$ cat config.mk
export PLATFORM = sky130hd
export DESIGN_NAME = pll_unlock_detect
export DESIGN_NICKNAME = d
export VERILOG_FILES = /design/src/rtl/ud_pkg.sv /design/src/rtl/ud_width_meter.sv /design/src/rtl/ud_hold_timer.sv /design/src/rtl/ud_out_stage.sv /design/src/rtl/pll_unlock_detect.sv
export SDC_FILE = /design/constraint.sdc
export NUM_CORES = 1
export LEC_CHECK = 0
export ABC_AREA = 1
export BUFFER_PORTS_ARGS = -buffer_cell sky130_fd_sc_hd__buf_2
export CORE_MARGIN = 2
export CORE_UTILIZATION = 30
export DETAILED_ROUTE_END_ITERATION = 16
export SYNTH_ARGS = -nofsm -noshare
export SYNTH_HDL_FRONTEND = slang
export SYNTH_SLANG_ARGS = --single-unit
$ cat constraint.sdc
create_clock -name clk_i -period 1.8 [get_ports clk_i]
set_input_delay 0.27 -clock clk_i [delete_from_list [all_inputs] [get_ports clk_i]]
set_output_delay 0.27 -clock clk_i [all_outputs]
set_load 0.02 [all_outputs]
$ cat src/rtl/ud_pkg.sv
package ud_pkg;
    typedef enum logic [1:0] {
        UD_STOP   = 2'b00,
        UD_PASS   = 2'b01,
        UD_NARROW = 2'b10,
        UD_WIDE   = 2'b11
    } ud_mode_e;
endpackage

$ cat src/rtl/ud_width_meter.sv
module ud_width_meter #(
    parameter int NARROW_CYC = 70,
    parameter int WIDE_CYC   = 138
) (
    input  logic clk_i,
    input  logic rst_ni,
    input  logic clear_i,
    input  logic perr_i,
    input  logic wide_sel_i,
    output logic over_o
);
    localparam int SAT_CYC = ((WIDE_CYC > NARROW_CYC) ? WIDE_CYC : NARROW_CYC) + 1;
    localparam int CW      = $clog2(SAT_CYC + 1);

    typedef struct packed {
        logic [CW-1:0] run;
    } meter_t;

    meter_t        st_d, st_q;
    logic [CW-1:0] limit;

    always_comb begin
        st_d   = st_q;
        limit  = wide_sel_i ? CW'(WIDE_CYC) : CW'(NARROW_CYC);
        over_o = perr_i && !clear_i && (st_q.run >= limit);
        if (clear_i || !perr_i) begin
            st_d.run = '0;
        end else if (st_q.run != CW'(SAT_CYC)) begin
            st_d.run = st_q.run + 1'b1;
        end
    end

    always_ff @(posedge clk_i or negedge rst_ni) begin
        if (!rst_ni) begin
            st_q <= '0;
        end else begin
            st_q <= st_d;
        end
    end


    over_needs_run_chk: assert property (@(posedge clk_i) disable iff (!rst_ni)
        over_o && (limit != '0) |-> $past(perr_i));


    clear_restarts_chk: assert property (@(posedge clk_i) disable iff (!rst_ni)
        $past(clear_i) |-> !over_o || (limit == '0));
endmodule

$ cat src/rtl/ud_hold_timer.sv
module ud_hold_timer #(
    parameter int EXT_CYC = 187500
) (
    input  logic clk_i,
    input  logic rst_ni,
    input  logic clear_i,
    input  logic load_i,
    output logic busy_o
);
    localparam int TW = $clog2(EXT_CYC + 1);

    typedef struct packed {
        logic [TW-1:0] left;
    } hold_t;

    hold_t st_d, st_q;

    always_comb begin
        st_d = st_q;
        if (clear_i) begin
            st_d.left = '0;
        end else if (load_i) begin
            st_d.left = TW'(EXT_CYC);
        end else if (st_q.left != '0) begin
            st_d.left = st_q.left - 1'b1;
        end
    end

    assign busy_o = (st_q.left != '0);

    always_ff @(posedge clk_i or negedge rst_ni) begin
        if (!rst_ni) begin
            st_q <= '0;
        end else begin
            st_q <= st_d;
        end
    end


    hold_start_chk: assert property (@(posedge clk_i) disable iff (!rst_ni)
        $rose(busy_o) |-> $past(load_i));


    hold_retrig_chk: assert property (@(posedge clk_i) disable iff (!rst_ni)
        load_i && !clear_i |=> busy_o);


    hold_end_chk: assert property (@(posedge clk_i) disable iff (!rst_ni)
        $fell(busy_o) |-> !$past(load_i));
endmodule

$ cat src/rtl/ud_out_stage.sv
module ud_out_stage
    import ud_pkg::*;
(
    input  logic     clk_i,
    input  logic     rst_ni,
    input  ud_mode_e mode_i,
    input  logic     perr_i,
    input  logic     hold_busy_i,
    output ud_mode_e mode_q_o,
    output logic     unlock_n_o,
    output logic     oe_o
);
    typedef struct packed {
        ud_mode_e mode;
        logic     pass_n;
    } out_t;

    out_t st_d, st_q;

    always_comb begin
        st_d.mode   = mode_i;
        st_d.pass_n = !perr_i;
        unique case (st_q.mode)
            UD_STOP: unlock_n_o = 1'b1;
            UD_PASS: unlock_n_o = st_q.pass_n;
            default: unlock_n_o = !hold_busy_i;
        endcase
        oe_o = (st_q.mode != UD_STOP);
    end

    assign mode_q_o = st_q.mode;

    always_ff @(posedge clk_i or negedge rst_ni) begin
        if (!rst_ni) begin
            st_q <= '{mode: UD_STOP, pass_n: 1'b1};
        end else begin
            st_q <= st_d;
        end
    end
endmodule

$ cat src/rtl/pll_unlock_detect.sv
module pll_unlock_detect
    import ud_pkg::*;
#(
    parameter int CLK_KHZ   = 125000,
    parameter int NARROW_NS = 560,
    parameter int WIDE_NS   = 1110,
    parameter int HOLD_US   = 1500
) (
    input  logic       clk_i,
    input  logic       rst_ni,
    input  logic [1:0] mode_i,
    input  logic       perr_i,
    output logic       unlock_n_o,
    output logic       unlock_oe_o
);
    localparam int NARROW_CYC = CLK_KHZ * NARROW_NS / 1000000;
    localparam int WIDE_CYC   = CLK_KHZ * WIDE_NS / 1000000;
    localparam int EXT_CYC    = CLK_KHZ * HOLD_US / 1000;

    typedef struct packed {
        logic changed;
        logic meter_clr;
        logic hold_clr;
        logic hold_load;
    } ctrl_t;

    ud_mode_e mode_in, mode_q;
    ctrl_t    ctl_d;
    logic     over, hold_busy;

    assign mode_in = ud_mode_e'(mode_i);

    always_comb begin
        ctl_d.changed   = (mode_in != mode_q);
        ctl_d.meter_clr = ctl_d.changed || (mode_in == UD_STOP);
        ctl_d.hold_clr  = ctl_d.changed || !mode_in[1];
        ctl_d.hold_load = over && mode_in[1];
    end

    ud_width_meter #(
        .NARROW_CYC(NARROW_CYC),
        .WIDE_CYC  (WIDE_CYC)
    ) u_meter (
        .clk_i     (clk_i),
        .rst_ni    (rst_ni),
        .clear_i   (ctl_d.meter_clr),
        .perr_i    (perr_i),
        .wide_sel_i(mode_in[0]),
        .over_o    (over)
    );

    ud_hold_timer #(
        .EXT_CYC(EXT_CYC)
    ) u_hold (
        .clk_i  (clk_i),
        .rst_ni (rst_ni),
        .clear_i(ctl_d.hold_clr),
        .load_i (ctl_d.hold_load),
        .busy_o (hold_busy)
    );

    ud_out_stage u_out (
        .clk_i      (clk_i),
        .rst_ni     (rst_ni),
        .mode_i     (mode_in),
        .perr_i     (perr_i),
        .hold_busy_i(hold_busy),
        .mode_q_o   (mode_q),
        .unlock_n_o (unlock_n_o),
        .oe_o       (unlock_oe_o)
    );


    stop_quiet_chk: assert property (@(posedge clk_i) disable iff (!rst_ni)
        $past(mode_i) == 2'b00 |-> unlock_n_o && !unlock_oe_o);


    pass_follow_chk: assert property (@(posedge clk_i) disable iff (!rst_ni)
        $past(rst_ni) && ($past(mode_i) == 2'b01) |->
            unlock_oe_o && (unlock_n_o == !$past(perr_i)));


    fall_cause_chk: assert property (@(posedge clk_i) disable iff (!rst_ni)
        $fell(unlock_n_o) |-> $past(perr_i));


    switch_release_chk: assert property (@(posedge clk_i) disable iff (!rst_ni)
        $past(rst_ni) && mode_i[1] && (mode_i != $past(mode_i)) |=> unlock_n_o);
endmodule

==> results of run 1 <==
-- worst max-delay path, stage by stage (launching register included) --
cell and delay, ps:
dfrtp_1 390, inv_2 110, ha_4 170, nand2_8 60
nor2_4 130, nand3_4 80, o21ai_2 150, buf_6 130
-- state kept, by name, indices dropped and copies added (netlist names) --
name	count
u_meter.st_q	8
u_out.st_q	1
u_hold.st_q	18
u_out.mode_q_o	2
-- Yosys cell counts (all sizes together) --
master | number | area share (%)
nand2 | 65 | 14
nor2 | 44 | 12
inv | 31 | 6.2
dfrtp | 28 | 37
nand3 | 22 | 7.3
nand4 | 11 | 4.4
xor2 | 8 | 3.7
ha | 7 | 4.6
a21oi | 4 | 1.1
nand3b | 4 | 1.6
nor3 | 4 | 2.3
o21ai | 4 | 1.1
xnor2 | 4 | 1.9
buf | 2 | 0.66
clkinv | 1 | 0.27
dfstp | 1 | 1.4
nor4 | 1 | 0.33
o211a | 1 | 0.53
-- final timing paths --
check	startpoint	end	slack, ps	cells after the start
min in group clk_i	mode_i[1]	u_out.mode_q_o[1]	150	1
max in group asynchronous	rst_ni	u_hold.st_q[8]	1310	1
hold / removal	rst_ni	u_meter.st_q[2]	20	1
hold reg to reg	u_meter.st_q[7]	u_meter.st_q[7]	510	1
setup reg to reg	u_hold.st_q[0]	u_hold.st_q[2]	200	8
setup / recovery	u_hold.st_q[0]	unlock_n_o	40	7
-- cell type report --
| cell class | instances | area [sq um] |
|---|---|---|
| Clock buffer | 8 | 80.1 |
| Fill cell | 615 | 3750 |
| Inverter | 32 | 121 |
| Multi-Input combinational cell | 179 | 1070 |
| Sequential cell | 29 | 729 |
| Tap cell | 75 | 93.8 |
| Timing Repair Buffer | 21 | 149 |
-- layer usage --
layer | wire length, um | share of wire, %
met1 | 1850 | 46
met2 | 1970 | 49
met3 | 200 | 4.9
met4 | 32 | 0.79
met5 | 0 | 0
-- kinds of logic (layout without fill, tap and decap cells) --
kind of cell | after synthesis | in the layout | share of synthesized area [%]
xor gates and xnor gates | 12 | 12 | 5.57
and+or+nand+nor | 151 | 151 | 41.5
adders and majority gates | 7 | 7 | 4.64
buffers and inverters | 34 | 61 | 7.10
AOI/OAI and AO/OA | 9 | 9 | 2.65
DFF | 29 | 29 | 38.6
-- cells in the final DEF, fill, tap and decap left out, drive strengths merged --
master	instances
nand2	65
nor2	44
inv	31
dfrtp	28
nand3	22
buf	21
nand4	11
xor2	8
clkbuf	8
ha	7
xnor2	4
a21oi	4
nand3b	4
o21ai	4
nor3	4
clkinv	1
nor4	1
o211a	1
dfstp	1
-- stage by stage --
| step | setup WS, ps | instances |
|---|---|---|
| after floorplan | 104 | 242 |
| after global placement | 195 | 323 |
| after detailed placement | 140 | 323 |
| after CTS | 2.23 | 332 |
| after global routing | -36.4 | 344 |
| final | 39.8 | 344 |
-- what timing repair did --
action	CTS	global route
endpoints found under the setup margin	1	1
buffers inserted	1	12
pin swaps	2	7
resized for setup	5	9
==> summary.md, run 1 <==
| Metric | Value |
|---|---|
| CP Data Required Time | 1530 ps |
| Clk buf depth | 2 |
| Status | finished clean |
| Met2 Use GR | 19.9% |
| Hold Crit Class | input pin to async pin |
| Fin crit share | 97.8% |
| Area post-placement | 0.00201 sq mm |
| First-pass GRT wire length | 6870 um |
| Final #Nets | 280 |
| Total GRT Usage | 12.1% |
| Drt first pass iters | 4 |
| Total Wirelength | 4050 um |
| Mapped Avg Cell Area | 7.79 sq um |
| Die span in x | 83.3 um |
| Total core area | 0.00599 sq mm |
| Area growth, synth to finish | 18.8% |
| # DRC | 0 |
| Worst-Margin Slew | 662 ps |
| Share of layout cells above drive strength 1 | 21.9% |
| Post-route ant nets | 0 |
| Mapped Area | 0.00189 sq mm |
| Die area | 0.00694 sq mm |
| Net Count, Synth | 254 |
| CP Data Arrival Time | 1490 ps |
| Met1 track demand over resource | 15.5% |
| Slew Viols, Final | 0 |
| GPL Wtd Cong | 0.857 |
| Buffers on Ports | 6 |
| Largest net degree at the start of global routing | 30 |
| CTS root buffer | clkbuf_8 |
| Final Setup Violations | 0 |
| Clock tree sinks | 29 |
| CTS tree | done |
| Peak Freq | 0.568 GHz |
| GR Layer Usage met3 | 3.08% |
| DR WL/cell | 11.8 um |
| # H-tree levels | 2 |
| Cell area after layout | 0.00224 sq mm |
| Post-detail-place hpwl | 2870 um |
| Iter 0 DRT Violations | 57 |
| Clock Skew | 2.93 ps |
| Crit Path Max Fanout | 4 |
| CTS Buf Count | 5 |
| Die Ht | 83.3 um |
| Maxcap violations | 0 |
| Clk slew on worst S/H paths | 60 ps |
| Ant. Diodes | 0 |
| Cell Rows | 28 |
| YS warnings | 0 |
| Synthesized netlist cell count | 242 |
| Via count | 1579 |
| Clk_lat worst skew | 280 ps |
| RSZ-0062 raised after global routing | yes |
| #FFs+latches synth | 29 |
| Boundary pin count | 7 |
| CP Launch Type | register |
| Starting Density | 31.5% |
| Total grt overflow | 0 |
| Vias per cell | 4.59 |
| Post-cts hold buffer count | 0 |
| Util after Layout | 37.4% |
| Hold WS | 19.2 ps |
| Post-synthesis cell type count | 28 |
| CP endpoint kind | output port |
| Tmin final | 1760 ps |
| Vias in the first global route | 1546 |
| Sequential share of the synthesized area | 38.6% |
| Initial antenna violation count | 0 |
| Hold Vio Cnt, Final | 0 |
| Global-route layer with the greatest usage | met2 |
| Post-route setup TNS | 0 ps |
| WS Path Type | register to output port |
| Slew HR | 55.9% |
Power of run 1 is left out: the tool's default activity adds up to more than one toggle a clock period on the data nets, which glitch-free logic cannot reach.
==> run 2, diff against run 1 <==
BUFFER_PORTS_ARGS = default   (was -buffer_cell sky130_fd_sc_hd__buf_2)
CORE_UTILIZATION = 63   (was 30)
DONT_BUFFER_PORTS = 1   (was default)
PLACE_DENSITY = 0.79   (was default)
clock period = 2 ns   (was 1.8 ns; I/O delays follow)
==> run 2 against run 1 <==
The run now ends with design-rule violations left. Worst setup slack better by 56 ps. First-iteration DRC count rose by 37%. Die area is 50% lower. Sequential share of layout area is 2.9 points higher. Largest cell class unchanged. Highest routed layer unchanged.
==> summary.md, run 2 (synthesis gave the netlist of run 1 again) <==
| Metric | Value |
|---|---|
| Buffers on Ports | 0 |
| Crit Path Max Fanout | 6 |
| Most flops, register | u_hold.st_q |
| Clock tree sinks | 29 |
| Slew Viols, Final | 0 |
| GPL Wtd Cong | 0.819 |
| Die Ht | 58.7 um |
| CP Launch Type | register |
| Max reg flops | 18 |
| Most frequent cells in the layout | nand2_1, nor2_1, inv_1 |
| # DRC | 1 |
| Tmin final | 1900 ps |
| Hold Path Cell Cnt | 1 |
| Initial antenna violation count | 0 |
| Failing checks | design-rule violations |
| Clk slew on worst S/H paths | 80 ps |
| Via count | 1549 |
| Area growth, synth to finish | 8.63% |
| Cell Rows | 19 |
| CP Data Required Time | 1700 ps |
| Clk buf depth | 2 |
| Most common cell after layout, fill and taps aside | nand2_1 |
| Maxcap violations | 0 |
| Clock Skew | 10.1 ps |
| Post-route setup TNS | 0 ps |
| Clk_lat worst skew | 330 ps |
| Iter 0 DRT Violations | 78 |
| Final #Nets | 266 |
| Largest net degree at the start of global routing | 30 |
| Ant. Diodes | 0 |
| Total core area | 0.00281 sq mm |
| Worst-Margin Slew | 289 ps |
| CTS Buf Count | 5 |
| Post-route ant nets | 0 |
| Share of layout cells above drive strength 1 | 15.3% |
| Peak Freq | 0.525 GHz |
| CP endpoint kind | output port |
| CTS root buffer | clkbuf_4 |
| Fin crit share | 95.2% |
| CP Data Arrival Time | 1600 ps |
| Total grt overflow | 0 |
| RSZ-0062 raised after global routing | no |
| Total Wirelength | 3710 um |
| R2R depth | 7 |
| Slew HR | 80.6% |
| Vias per cell | 5.42 |
| Drt first pass iters | 11 |
| Filler cell count | 230 |
| Starting Density | 67.2% |
| DR WL/cell | 13.0 um |
| Hold Vio Cnt, Final | 0 |
| Status | finished with violations |
| Post-detail-place hpwl | 2670 um |
| Final Setup Violations | 0 |
| # H-tree levels | 2 |
| Hold Crit Class | input pin to register |
| Boundary pin count | 7 |
| First-pass GRT wire length | 6550 um |
| Number of post-CTS setup repair buffers | 0 |
| Total GRT Usage | 25.7% |
| Die area | 0.00345 sq mm |
| WS Path Type | register to output port |
| Vias in the first global route | 1427 |
| CTS tree | done |
| Die span in x | 58.7 um |
run 2: cell count changes in the layout (fill, tap and decap cells not counted), sizes merged:
| cell | change |
|---|---|
| dlygate4sd3 | +3 |
| clkbuf | -2 |
| clkinv | +2 |
| buf | -17 |
run 2: area by class of cell:
type                    count  area (sq um)  share of cell area, %
multi-input cells         179          1040                   50.6
flip-flops and latches     29           727                   35.5
well taps                  31          38.8                   1.89
repair buffers              7          72.6                   3.54
clock buffers               6          41.3                   2.02
clock inverters             2          10.0                  0.489
inverters                  32           121                   5.93
run 2: critical path, stage by stage (launching register included):
cell and delay, ps:
dfrtp_1 410, inv_1 100, ha_4 170, nand2_4 100
nor2_4 160, nand3_4 80, o21ai_1 110, buf_4 150
run 2: routing by layer:
metal	GRT usage (%)	part of all wire, %	up-vias
met3	5.93	4.1	4
met2	42.7	49	20
li1	-	-	796
met4	8.77	1.5	0
met5	0	0	-
met1	33.0	45	729
run 2: repair_timing:
| item | in CTS | in global routing |
|---|---|---|
| hold endpoints to repair | 31 | 0 |
| endpoints found under the setup margin | 1 | 1 |
| hold buffers | 4 | 0 |
| cloned | 0 | 0 |
| pin swaps | 0 | 1 |
| gates resized for setup | 1 | 2 |
run 2: path summary, 6_finish.rpt:
path / start / endpoint / slack [ps]
hold / removal: perr_i / u_out.st_q[0] / 40
setup / recovery: u_hold.st_q[1] / unlock_n_o / 100
hold reg to reg: u_meter.st_q[7] / u_meter.st_q[7] / 520
min in group asynchronous: rst_ni / u_hold.st_q[2] / 400
max in group asynchronous: rst_ni / u_out.st_q[0] / 1370
setup reg to reg: u_meter.st_q[7] / u_hold.st_q[6] / 480
run 2: per-stage QoR:
step | setup WS, ps | utilization [%] | cell area [sq um] | std cells | hold WS (ps)
after CTS | 12.9 | 72.7 | 2040 | 286 | 32.3
after floorplan | 274 | - | 1890 | 242 | 4.41
after global routing | 1.59 | 73.0 | 2050 | 286 | 40.2
after detailed placement | 348 | 69.0 | 1930 | 274 | 4.76
after global placement | 381 | 69.0 | 1930 | 274 | 4.81
final | 95.8 | 73.0 | 2050 | 286 | 42.7
Power of run 2 is left out for the same reason.
